<file path="src/rtl/flash_erase_pkg.sv">
package flash_erase_pkg;

  typedef enum logic [1:0] {
    PART_DATA  = 2'd0,
    PART_INFO0 = 2'd1,
    PART_INFO1 = 2'd2
  } part_e;

  typedef enum logic [1:0] {
    ST_IDLE  = 2'd0,
    ST_WAIT  = 2'd1,
    ST_WRITE = 2'd2
  } seq_state_e;

  // Rounds a word address down to its page base.
  function automatic int unsigned page_base(input int unsigned addr,
                                            input int unsigned page_words);
    return addr - (addr % page_words);
  endfunction

  // A bank erase is accepted only for the data and the first info partition.
  function automatic logic bank_part_ok(input logic [1:0] part);
    return (part == PART_DATA) || (part == PART_INFO0);
  endfunction

  // Number of words an erase covers.
  function automatic int unsigned span_words(input logic is_bank, input logic [1:0] part,
                                             input int unsigned page_words,
                                             input int unsigned bank_words,
                                             input int unsigned info_words);
    if (!is_bank) return page_words;
    if (part == PART_DATA) return bank_words;
    return info_words;
  endfunction

endpackage

</file>
<file path="src/rtl/flash_erase_range.sv">
module flash_erase_range
  import flash_erase_pkg::*;
#(
  parameter int unsigned NUM_BANKS  = 2,
  parameter int unsigned BANK_WORDS = 64,
  parameter int unsigned PAGE_WORDS = 8,
  parameter int unsigned INFO_WORDS = 16,
  localparam int unsigned AW = $clog2(BANK_WORDS),
  localparam int unsigned BW = (NUM_BANKS > 1) ? $clog2(NUM_BANKS) : 1
) (
  input  logic                 is_bank,
  input  logic [1:0]           part,
  input  logic [BW-1:0]        bank,
  input  logic [AW-1:0]        addr,
  input  logic [NUM_BANKS-1:0] bank_en,
  output logic [AW-1:0]        first,
  output logic [AW-1:0]        last,
  output logic                 legal
);
  int unsigned base_w;
  int unsigned cnt_w;

  always_comb begin
    base_w = is_bank ? 0 : page_base(int'(addr), PAGE_WORDS);
    cnt_w  = span_words(is_bank, part, PAGE_WORDS, BANK_WORDS, INFO_WORDS);
    first  = AW'(base_w);
    last   = AW'(base_w + cnt_w - 1);
    legal  = !is_bank || (bank_part_ok(part) && bank_en[bank]);
  end
endmodule

</file>
<file path="src/rtl/flash_erase_susp.sv">
module flash_erase_susp (
  input  logic clk,
  input  logic rst_n,
  input  logic wr_en,
  input  logic wr_data,
  input  logic busy,
  input  logic finish,
  output logic req
);
  always_ff @(posedge clk or negedge rst_n) begin
    if (!rst_n)                           req <= 1'b0;
    else if (finish)                      req <= 1'b0;
    else if (wr_en && wr_data && busy)    req <= 1'b1;
  end
endmodule

</file>
<file path="src/rtl/flash_erase_seq.sv">
module flash_erase_seq
  import flash_erase_pkg::*;
#(
  parameter int unsigned AW         = 6,
  parameter int unsigned BW         = 1,
  parameter int unsigned WORD_DELAY = 2,
  localparam int unsigned CW = (WORD_DELAY > 0) ? $clog2(WORD_DELAY + 1) : 1
) (
  input  logic          clk,
  input  logic          rst_n,
  input  logic          start,
  input  logic          legal,
  input  logic [AW-1:0] first,
  input  logic [AW-1:0] last,
  input  logic [BW-1:0] bank_in,
  input  logic [1:0]    part_in,
  input  logic          susp_req,
  output logic          busy,
  output logic          finish,
  output logic          start_bad,
  output logic          we,
  output logic [AW-1:0] addr,
  output logic [BW-1:0] bank,
  output logic [1:0]    part,
  output logic          done,
  output logic          err,
  output logic          susp_flag
);
  seq_state_e    st;
  logic [AW-1:0] last_q;
  logic [CW-1:0] cnt;
  logic          at_end;
  logic          stop_now;

  assign busy      = (st != ST_IDLE);
  assign we        = (st == ST_WRITE);
  assign at_end    = (addr == last_q);
  assign stop_now  = (st == ST_WAIT) && susp_req;
  assign finish    = stop_now || (we && at_end);
  assign start_bad = (st == ST_IDLE) && start && !legal;

  always_ff @(posedge clk or negedge rst_n) begin
    if (!rst_n) begin
      st        <= ST_IDLE;
      addr      <= '0;
      last_q    <= '0;
      cnt       <= '0;
      bank      <= '0;
      part      <= '0;
      done      <= 1'b0;
      err       <= 1'b0;
      susp_flag <= 1'b0;
    end else begin
      done <= 1'b0;
      unique case (st)
        ST_IDLE: if (start) begin
          err       <= !legal;
          susp_flag <= 1'b0;
          if (legal) begin
            addr   <= first;
            last_q <= last;
            bank   <= bank_in;
            part   <= part_in;
            cnt    <= CW'(WORD_DELAY);
            st     <= ST_WAIT;
          end else begin
            done <= 1'b1;
          end
        end
        ST_WAIT: begin
          if (stop_now) begin
            st        <= ST_IDLE;
            done      <= 1'b1;
            susp_flag <= 1'b1;
          end else if (cnt == '0) begin
            st <= ST_WRITE;
          end else begin
            cnt <= cnt - 1'b1;
          end
        end
        ST_WRITE: begin
          if (at_end) begin
            st   <= ST_IDLE;
            done <= 1'b1;
          end else begin
            addr <= addr + 1'b1;
            cnt  <= CW'(WORD_DELAY);
            st   <= ST_WAIT;
          end
        end
        default: st <= ST_IDLE;
      endcase
    end
  end
endmodule

</file>
<file path="src/rtl/flash_erase_top.sv">
module flash_erase_top
  import flash_erase_pkg::*;
#(
  parameter int unsigned WORD_W     = 32,
  parameter int unsigned NUM_BANKS  = 2,
  parameter int unsigned BANK_WORDS = 64,
  parameter int unsigned PAGE_WORDS = 8,
  parameter int unsigned INFO_WORDS = 16,
  parameter int unsigned WORD_DELAY = 2,
  localparam int unsigned AW = $clog2(BANK_WORDS),
  localparam int unsigned BW = (NUM_BANKS > 1) ? $clog2(NUM_BANKS) : 1
) (
  input  logic                 clk,
  input  logic                 rst_n,
  input  logic                 start_i,
  input  logic                 erase_bank_i,
  input  logic [1:0]           part_i,
  input  logic [BW-1:0]        bank_i,
  input  logic [AW-1:0]        addr_i,
  input  logic [NUM_BANKS-1:0] bank_en_i,
  input  logic                 csr_we_i,
  input  logic                 csr_wdata_i,
  output logic                 suspend_o,
  output logic                 mem_we_o,
  output logic [BW-1:0]        mem_bank_o,
  output logic [1:0]           mem_part_o,
  output logic [AW-1:0]        mem_addr_o,
  output logic [WORD_W-1:0]    mem_data_o,
  output logic                 done_o,
  output logic                 err_o,
  output logic                 susp_flag_o
);
  logic [AW-1:0] span_first;
  logic [AW-1:0] span_last;
  logic          span_legal;
  logic          busy;
  logic          finish;
  logic          start_bad;

  flash_erase_range #(
    .NUM_BANKS(NUM_BANKS), .BANK_WORDS(BANK_WORDS),
    .PAGE_WORDS(PAGE_WORDS), .INFO_WORDS(INFO_WORDS)
  ) u_range (
    .is_bank(erase_bank_i), .part(part_i), .bank(bank_i), .addr(addr_i),
    .bank_en(bank_en_i), .first(span_first), .last(span_last), .legal(span_legal)
  );

  flash_erase_seq #(.AW(AW), .BW(BW), .WORD_DELAY(WORD_DELAY)) u_seq (
    .clk(clk), .rst_n(rst_n), .start(start_i), .legal(span_legal),
    .first(span_first), .last(span_last), .bank_in(bank_i), .part_in(part_i),
    .susp_req(suspend_o), .busy(busy), .finish(finish), .start_bad(start_bad),
    .we(mem_we_o), .addr(mem_addr_o), .bank(mem_bank_o), .part(mem_part_o),
    .done(done_o), .err(err_o), .susp_flag(susp_flag_o)
  );

  flash_erase_susp u_susp (
    .clk(clk), .rst_n(rst_n), .wr_en(csr_we_i), .wr_data(csr_wdata_i),
    .busy(busy), .finish(finish), .req(suspend_o)
  );

  assign mem_data_o = {WORD_W{mem_we_o}};
endmodule

</file>
<file path="config.mk">
export PLATFORM = sky130hd
export DESIGN_NAME = flash_erase_top
export DESIGN_NICKNAME = d
export VERILOG_FILES = /design/src/rtl/flash_erase_pkg.sv /design/src/rtl/flash_erase_range.sv /design/src/rtl/flash_erase_susp.sv /design/src/rtl/flash_erase_seq.sv /design/src/rtl/flash_erase_top.sv
export SDC_FILE = /design/constraint.sdc
export NUM_CORES = 1
export LEC_CHECK = 0
export BUFFER_PORTS_ARGS = -buffer_cell sky130_fd_sc_hd__buf_2
export CAP_MARGIN = 20
export CORE_MARGIN = 8
export CORE_UTILIZATION = 44
export DETAILED_ROUTE_END_ITERATION = 10
export GPL_TIMING_DRIVEN = 0
export PLACE_DENSITY = 0.82
export SLEW_MARGIN = 10
export SYNTH_ARGS = -nofsm -noshare
export SYNTH_HDL_FRONTEND = slang
export SYNTH_HIERARCHICAL = 1
export SYNTH_SLANG_ARGS = --single-unit
</file>
<file path="constraint.sdc">
create_clock -name clk -period 1.7 [get_ports clk]
set_input_delay 0.34 -clock clk [delete_from_list [all_inputs] [get_ports clk]]
set_output_delay 0.34 -clock clk [all_outputs]
set_load 0.01 [all_outputs]
</file>
======== Yosys cells after proc, flatten, opt, wreduce, memory -nomap -nowiden ========
Cells that the tools add are included.
Widths: inputs -> output; s select.
operators by class
  add/sub/neg operators ................... 5
  $mul .................................... 0
  div/mod/pow operators ................... 0
  order comparisons ....................... 1
  equal/unequal tests ..................... 11
  shift operators ......................... 0
  mux-type cells .......................... 35
  bitwise gates (word level) .............. 0
  reductions and logical operators ........ 24
operators with widths
  operator             count
  $mux 6               6
  $mux 2               9
  $mux 1               13
  $pmux 2 s3           2
  $pmux 6 s2           1
  $reduce_and 3->1     3
  $mux 4               2
  $ne 2x2->1 const B   4
  $reduce_bool 2->1    4
  $add 6x1->6 const B  1
  $add 6x6->6          1
  $eq 6x6->1           1
  $logic_not 2->1      3
  $reduce_and 6->1     1
  $sub 6x1->6 const B  1
  $sub 6x3->6          1
  $logic_and 1x1->1    5
  $eq 2x1->1 const B   2
  $ne 2x1->1 const B   2
  $reduce_and 4->1     1
  $logic_or 1x1->1     3
  $ne 3x2->1 const B   1
  $pmux 1 s3           1
  $reduce_bool 3->1    1
  other kinds (6)      7
storage, ports and cells
  register bits ........................... 23
  bits in latches ......................... 0
  bits in writable memories ............... 0
  ROM bits ................................ 0
  input port bits ......................... 17
  output and inout bits ................... 46
  memories kept ........................... 0

======== Longest topological paths before layout ========
  depth in word-level cells ............... 7
  mapped depth ............................ 6
  mapped depth without buffers ............ 6

======== Cells and area by module ========
The synthesis kept the hierarchy.
modules (own cells, without submodules)
  module             times used  cells each  area each (µm²)  seq. area each (µm²)
  flash_erase_seq    1           129         1173.6           550.5
  flash_erase_top    1           32          240.2            0.0
  flash_erase_range  1           21          152.6            0.0
  flash_erase_susp   1           3           35.0             25.0

======== Worst setup path before layout ========
OpenSTA, ideal clock, no wires.
  path kind ............................... input port to flip-flop
  start ................................... input bank_i
  end ..................................... register u_seq.addr[5]
  setup time .............................. 0.147 ns
  arrival ................................. 1.579 ns
  required time ........................... 1.553 ns
  path slack .............................. -0.026 ns
  stages .................................. 6
  path buffers ............................ 0
  cells stage by stage .................... mux2i_1 -> o21ai_0 -> and4bb_4 -> nor3_2 -> a2111oi_1 -> a2111oi_2
between the ends
  cells in the longest elaborated chain, start to end .. 6
RTL lines
  element                                    line                     text
  start, declared                            flash_erase_top.sv:18    input logic [BW-1:0] bank_i,
  $mux 1 (not written as such) (2 in a row)  flash_erase_range.sv:28  legal = !is_bank || (bank_part_ok(part) && bank_en[bank]);
  $logic_and 1x1->1                          flash_erase_range.sv:28
  $logic_or 1x1->1                           flash_erase_range.sv:28
  via span_legal                             flash_erase_top.sv:35    logic span_legal;
  $ne 2x1->1 (no source line)                n/a
  $reduce_and 4->1 (no source line)          n/a
  end signal, assigned                       flash_erase_seq.sv:60    addr <= first;
  end signal, assigned                       flash_erase_seq.sv:86    addr <= addr + 1'b1;
  end, declared                              flash_erase_seq.sv:22    output logic [AW-1:0] addr,
The timed path passes the listed nets, and every way through them passes these cells. The select of a mux whose other input is x is not followed.
A chain may end at the register's enable or synchronous reset.

======== Worst setup path in the final report ========
  start ................................... register u_seq.st[1]
  end ..................................... output mem_data_o[11]
between the ends
  cells in the longest elaborated chain, start to end .. 1
RTL lines
  element                 line                   text
  start, declared         flash_erase_seq.sv:29  seq_state_e st;
  start signal, assigned  flash_erase_seq.sv:44  st <= ST_IDLE;
  start signal, assigned  flash_erase_seq.sv:65  st <= ST_WAIT;
  start signal, assigned  flash_erase_seq.sv:72  st <= ST_IDLE;
  $eq 2x2->1              flash_erase_seq.sv:36  assign we = (st == ST_WRITE);
  end, declared           flash_erase_top.sv:28  output logic [WORD_W-1:0] mem_data_o,
Every way passes these cells.

==> flow_metrics.tcl <==
set metrics [dict create \
    drtIter0Drc 53 \
    viasPerCell 4.935 \
    wl_per_cell_um 14.88 \
    min_period_ns 1.732 \
    hpwl_mm 2.901 \
    final_layout_size_suffix_gt1_share_pct 50.00 \
    final_util_pct 68.71 \
    ios 63 \
    critPathCaptureType "primary output" \
    via_count 1530 \
    timing.fmax_ghz 0.5772 \
    ff2ff_path_depth 5 \
    crit_family "buffers and inverters" \
    p_leak_nw 1.287 \
    synth-main-ff-cell "dfrtp_1" \
    critPathBufInv 4 \
    dieWidth_um 76.33 \
    power-per-cell-area_nw_per_um2 1350 \
    cpPeakStageDelay_ns 0.46 \
    worst_slew_pin_slew_ns 0.5175 \
    die_h_um 76.33 \
    cts_buffer_depth 2 \
    critPathMaxFanout 5 \
    antenna_cells 0 \
    start_util_pct 44.76 \
    reg2reg_from "u_seq/st[0]" \
    finalClockSkew_ns 0.004888 \
    netlist_instances 185 \
    grtUsageMet1_pct 16.57 \
    worst-path-stages 5 \
    netlist_area_um2 1602 \
    worst_slack_ns -0.03246 \
    grt-ovfl-total 0 \
    use_met2_pct 22.54 \
    peakVddDrop_uv 709.1 \
    cp.required_ns 1.36 \
    drc 0 \
    place_congestion 0.9059 \
    grt_pass1_wl_mm 7.031 \
    rsz0062_at_grt "yes" \
    period_share_pct 101.9 \
    gr-usage-met3_pct 5.660 \
    grt_max_degree 24 \
    start_kind "register" \
    grt_pass1_vias 1505 \
    startpoint "u_seq/st[1]" \
    numClockSinks 23 \
    synth_seq_cells 23 \
    nets 283 \
    postRouteAntennaNets 0 \
    grt-busiest-layer "met2" \
    violations "negative setup slack" \
    antenna_found_initial 0 \
    wl_mm 4.613 \
    die-area_um2 5826 \
    slowest_stage "dfrtp_2" \
    syn2layout_area_growth_pct 53.52 \
    synth_edf_count 0 \
    min_path_type "input port to register" \
    avgSynthCellArea_um2 8.657 \
    relSlewSlack_pct 65.50 \
    whs_ns 0.2136 \
    status "complete, but fails checks" \
    firstDrtPassIters 4 \
    cts_tree "yes" \
    yosysSeqAreaShare_pct 35.94 \
    setup_viol 23 \
    timing.rr.end "u_seq/addr[5]" \
    htree_levels 1 \
    portBuffers 59 \
    final_common_cell "buf_6" \
    worstSetupPathType "register to primary output" \
    reg2reg_setup_slack_ns -0.03 \
    grt_use_total_pct 14.38 \
    clk_pin_slew_ns 0.13 \
    numCtsBuffers 3 \
    rows 22 \
    ys_types 45 \
    fillerInstances 276 \
    endpoint "mem_data_o[11]" \
    layout_common_cells "buf_6, nand2_1, buf_2, buf_4, dfrtp_1" \
    root_buffer "clkbuf_4" \
    hold_viol_final 0 \
    max_cap_viol_count 0 \
    worstSkewPairLatency_ns 0.32 \
    async_flop_share_pct 100.0 \
    crit_chain "nand2b_4 > buf_12 > inv_6 > buf_4 > buf_2" \
    slew_violations 0 \
    arrival_ns 1.39 \
    yosysWarnings 6 \
    core_area_um2 3578 \
]
## area by class of cell
type                    instances  area (um2)  area share (%)
repair buffers                 65       548.0           22.29
flip-flops and latches         23       578.1           23.51
clock buffers                   3       22.52          0.9160
well taps                      48       60.06           2.443
clock inverters                 1       5.005          0.2036
repair inverters                5       66.31           2.697
inverters                       9       46.29           1.883
multi-input cells             116       760.7           30.94
plain buffers                  40       371.6           15.11
## metal layers
layer / vias to the layer above / routed length [um]
li1: 737 / -
met1: 713 / 1952
met2: 75 / 2230
met3: 5 / 369
met4: 0 / 61
met5: - / 0
## Yosys cell counts (2+ instances only)
cell type	count	area (um2)
a211oi_1	2	15.01
clkbuf_1	2	7.510
xnor2_1	4	35.03
dfrtp_1	23	575.6
o21ai_0	8	40.04
inv_1	8	30.03
and2b_2	3	26.28
o211ai_1	3	22.52
xor2_1	4	35.03
a21o_1	2	15.01
nor2_1	9	33.78
and3_1	2	12.51
nand2_1	35	131.4
conb_1	2	7.510
a21oi_1	4	20.02
buf_4	38	285.3
o32ai_1	2	17.52
ha_1	3	37.54
nor3_1	3	15.01
nand3_1	3	15.01
## report_power, final
group	switching (mW)	leakage [nW]	total (mW)	internal (mW)
sequential	0.241	0.278	1.05	0.808
clock	0.171	0.0177	0.259	0.0883
combinational	1.03	0.991	2.01	0.977
total	1.45	1.29	3.32	1.87
## how the worst min path moves through the flow
stage,endpoint,from,cells past startpoint
floorplan,u_seq/addr[0],rst_n,0
global placement,u_seq/done,rst_n,1
detailed placement,u_seq/susp_flag,rst_n,1
CTS,u_seq/part[0],part_i[0],3
global route,u_seq/part[0],part_i[0],3
finish,u_seq/part[0],part_i[0],3
## worst min-delay path, cell delays in order
cell,delay [ns]
buf_2,0.09
nand2_1,0.04
nand2_1,0.04
## flip-flops by register name (all words and copies together), names as in the netlist, 2 cells and up
register / flops
u_seq/addr: 6
u_seq/last_q: 6
u_seq/cnt: 2
u_seq/part: 2
u_seq/st: 2
## logic make-up (layout without fill, tap and decap cells)
kind of cell | count (synthesis) | after routing | synth area share [%]
flops | 23 | 23 | 35.94
mux | 1 | 1 | 0.6250
fa+ha+maj | 3 | 3 | 2.344
other cells | 2 | 6 | 0.4689
xor+xnor | 8 | 8 | 4.375
simple gates | 69 | 69 | 22.42
buf+inv | 50 | 123 | 20.70
compound gates | 29 | 29 | 13.12
## through the flow
stage	power [mW]	setup WS (ns)	area [um2]	setup TNS, ns	std cells
after detailed placement	2.650	-0.3924	1979	-5.187	296
after floorplan	2.140	0.01698	1624	0	189
final	3.318	-0.03246	2459	-0.4005	310
after CTS	3.022	-0.01653	2126	-0.2279	308
after global placement	2.604	-0.3535	1979	-4.033	296
after global routing	3.570	-0.08715	2459	-2.229	310
## repair_timing
action | 4_1_cts | 5_1_grt
endpoints found under the hold margin | 23 | 0
gates cloned | 3 | 3
endpoints found under the setup margin | 35 | 44
buffers inserted | 4 | 0
pin swaps | 0 | 4
gates resized for setup | 17 | 59
hold buffers | 1 | 0
(Power assumes the default switching activity.)
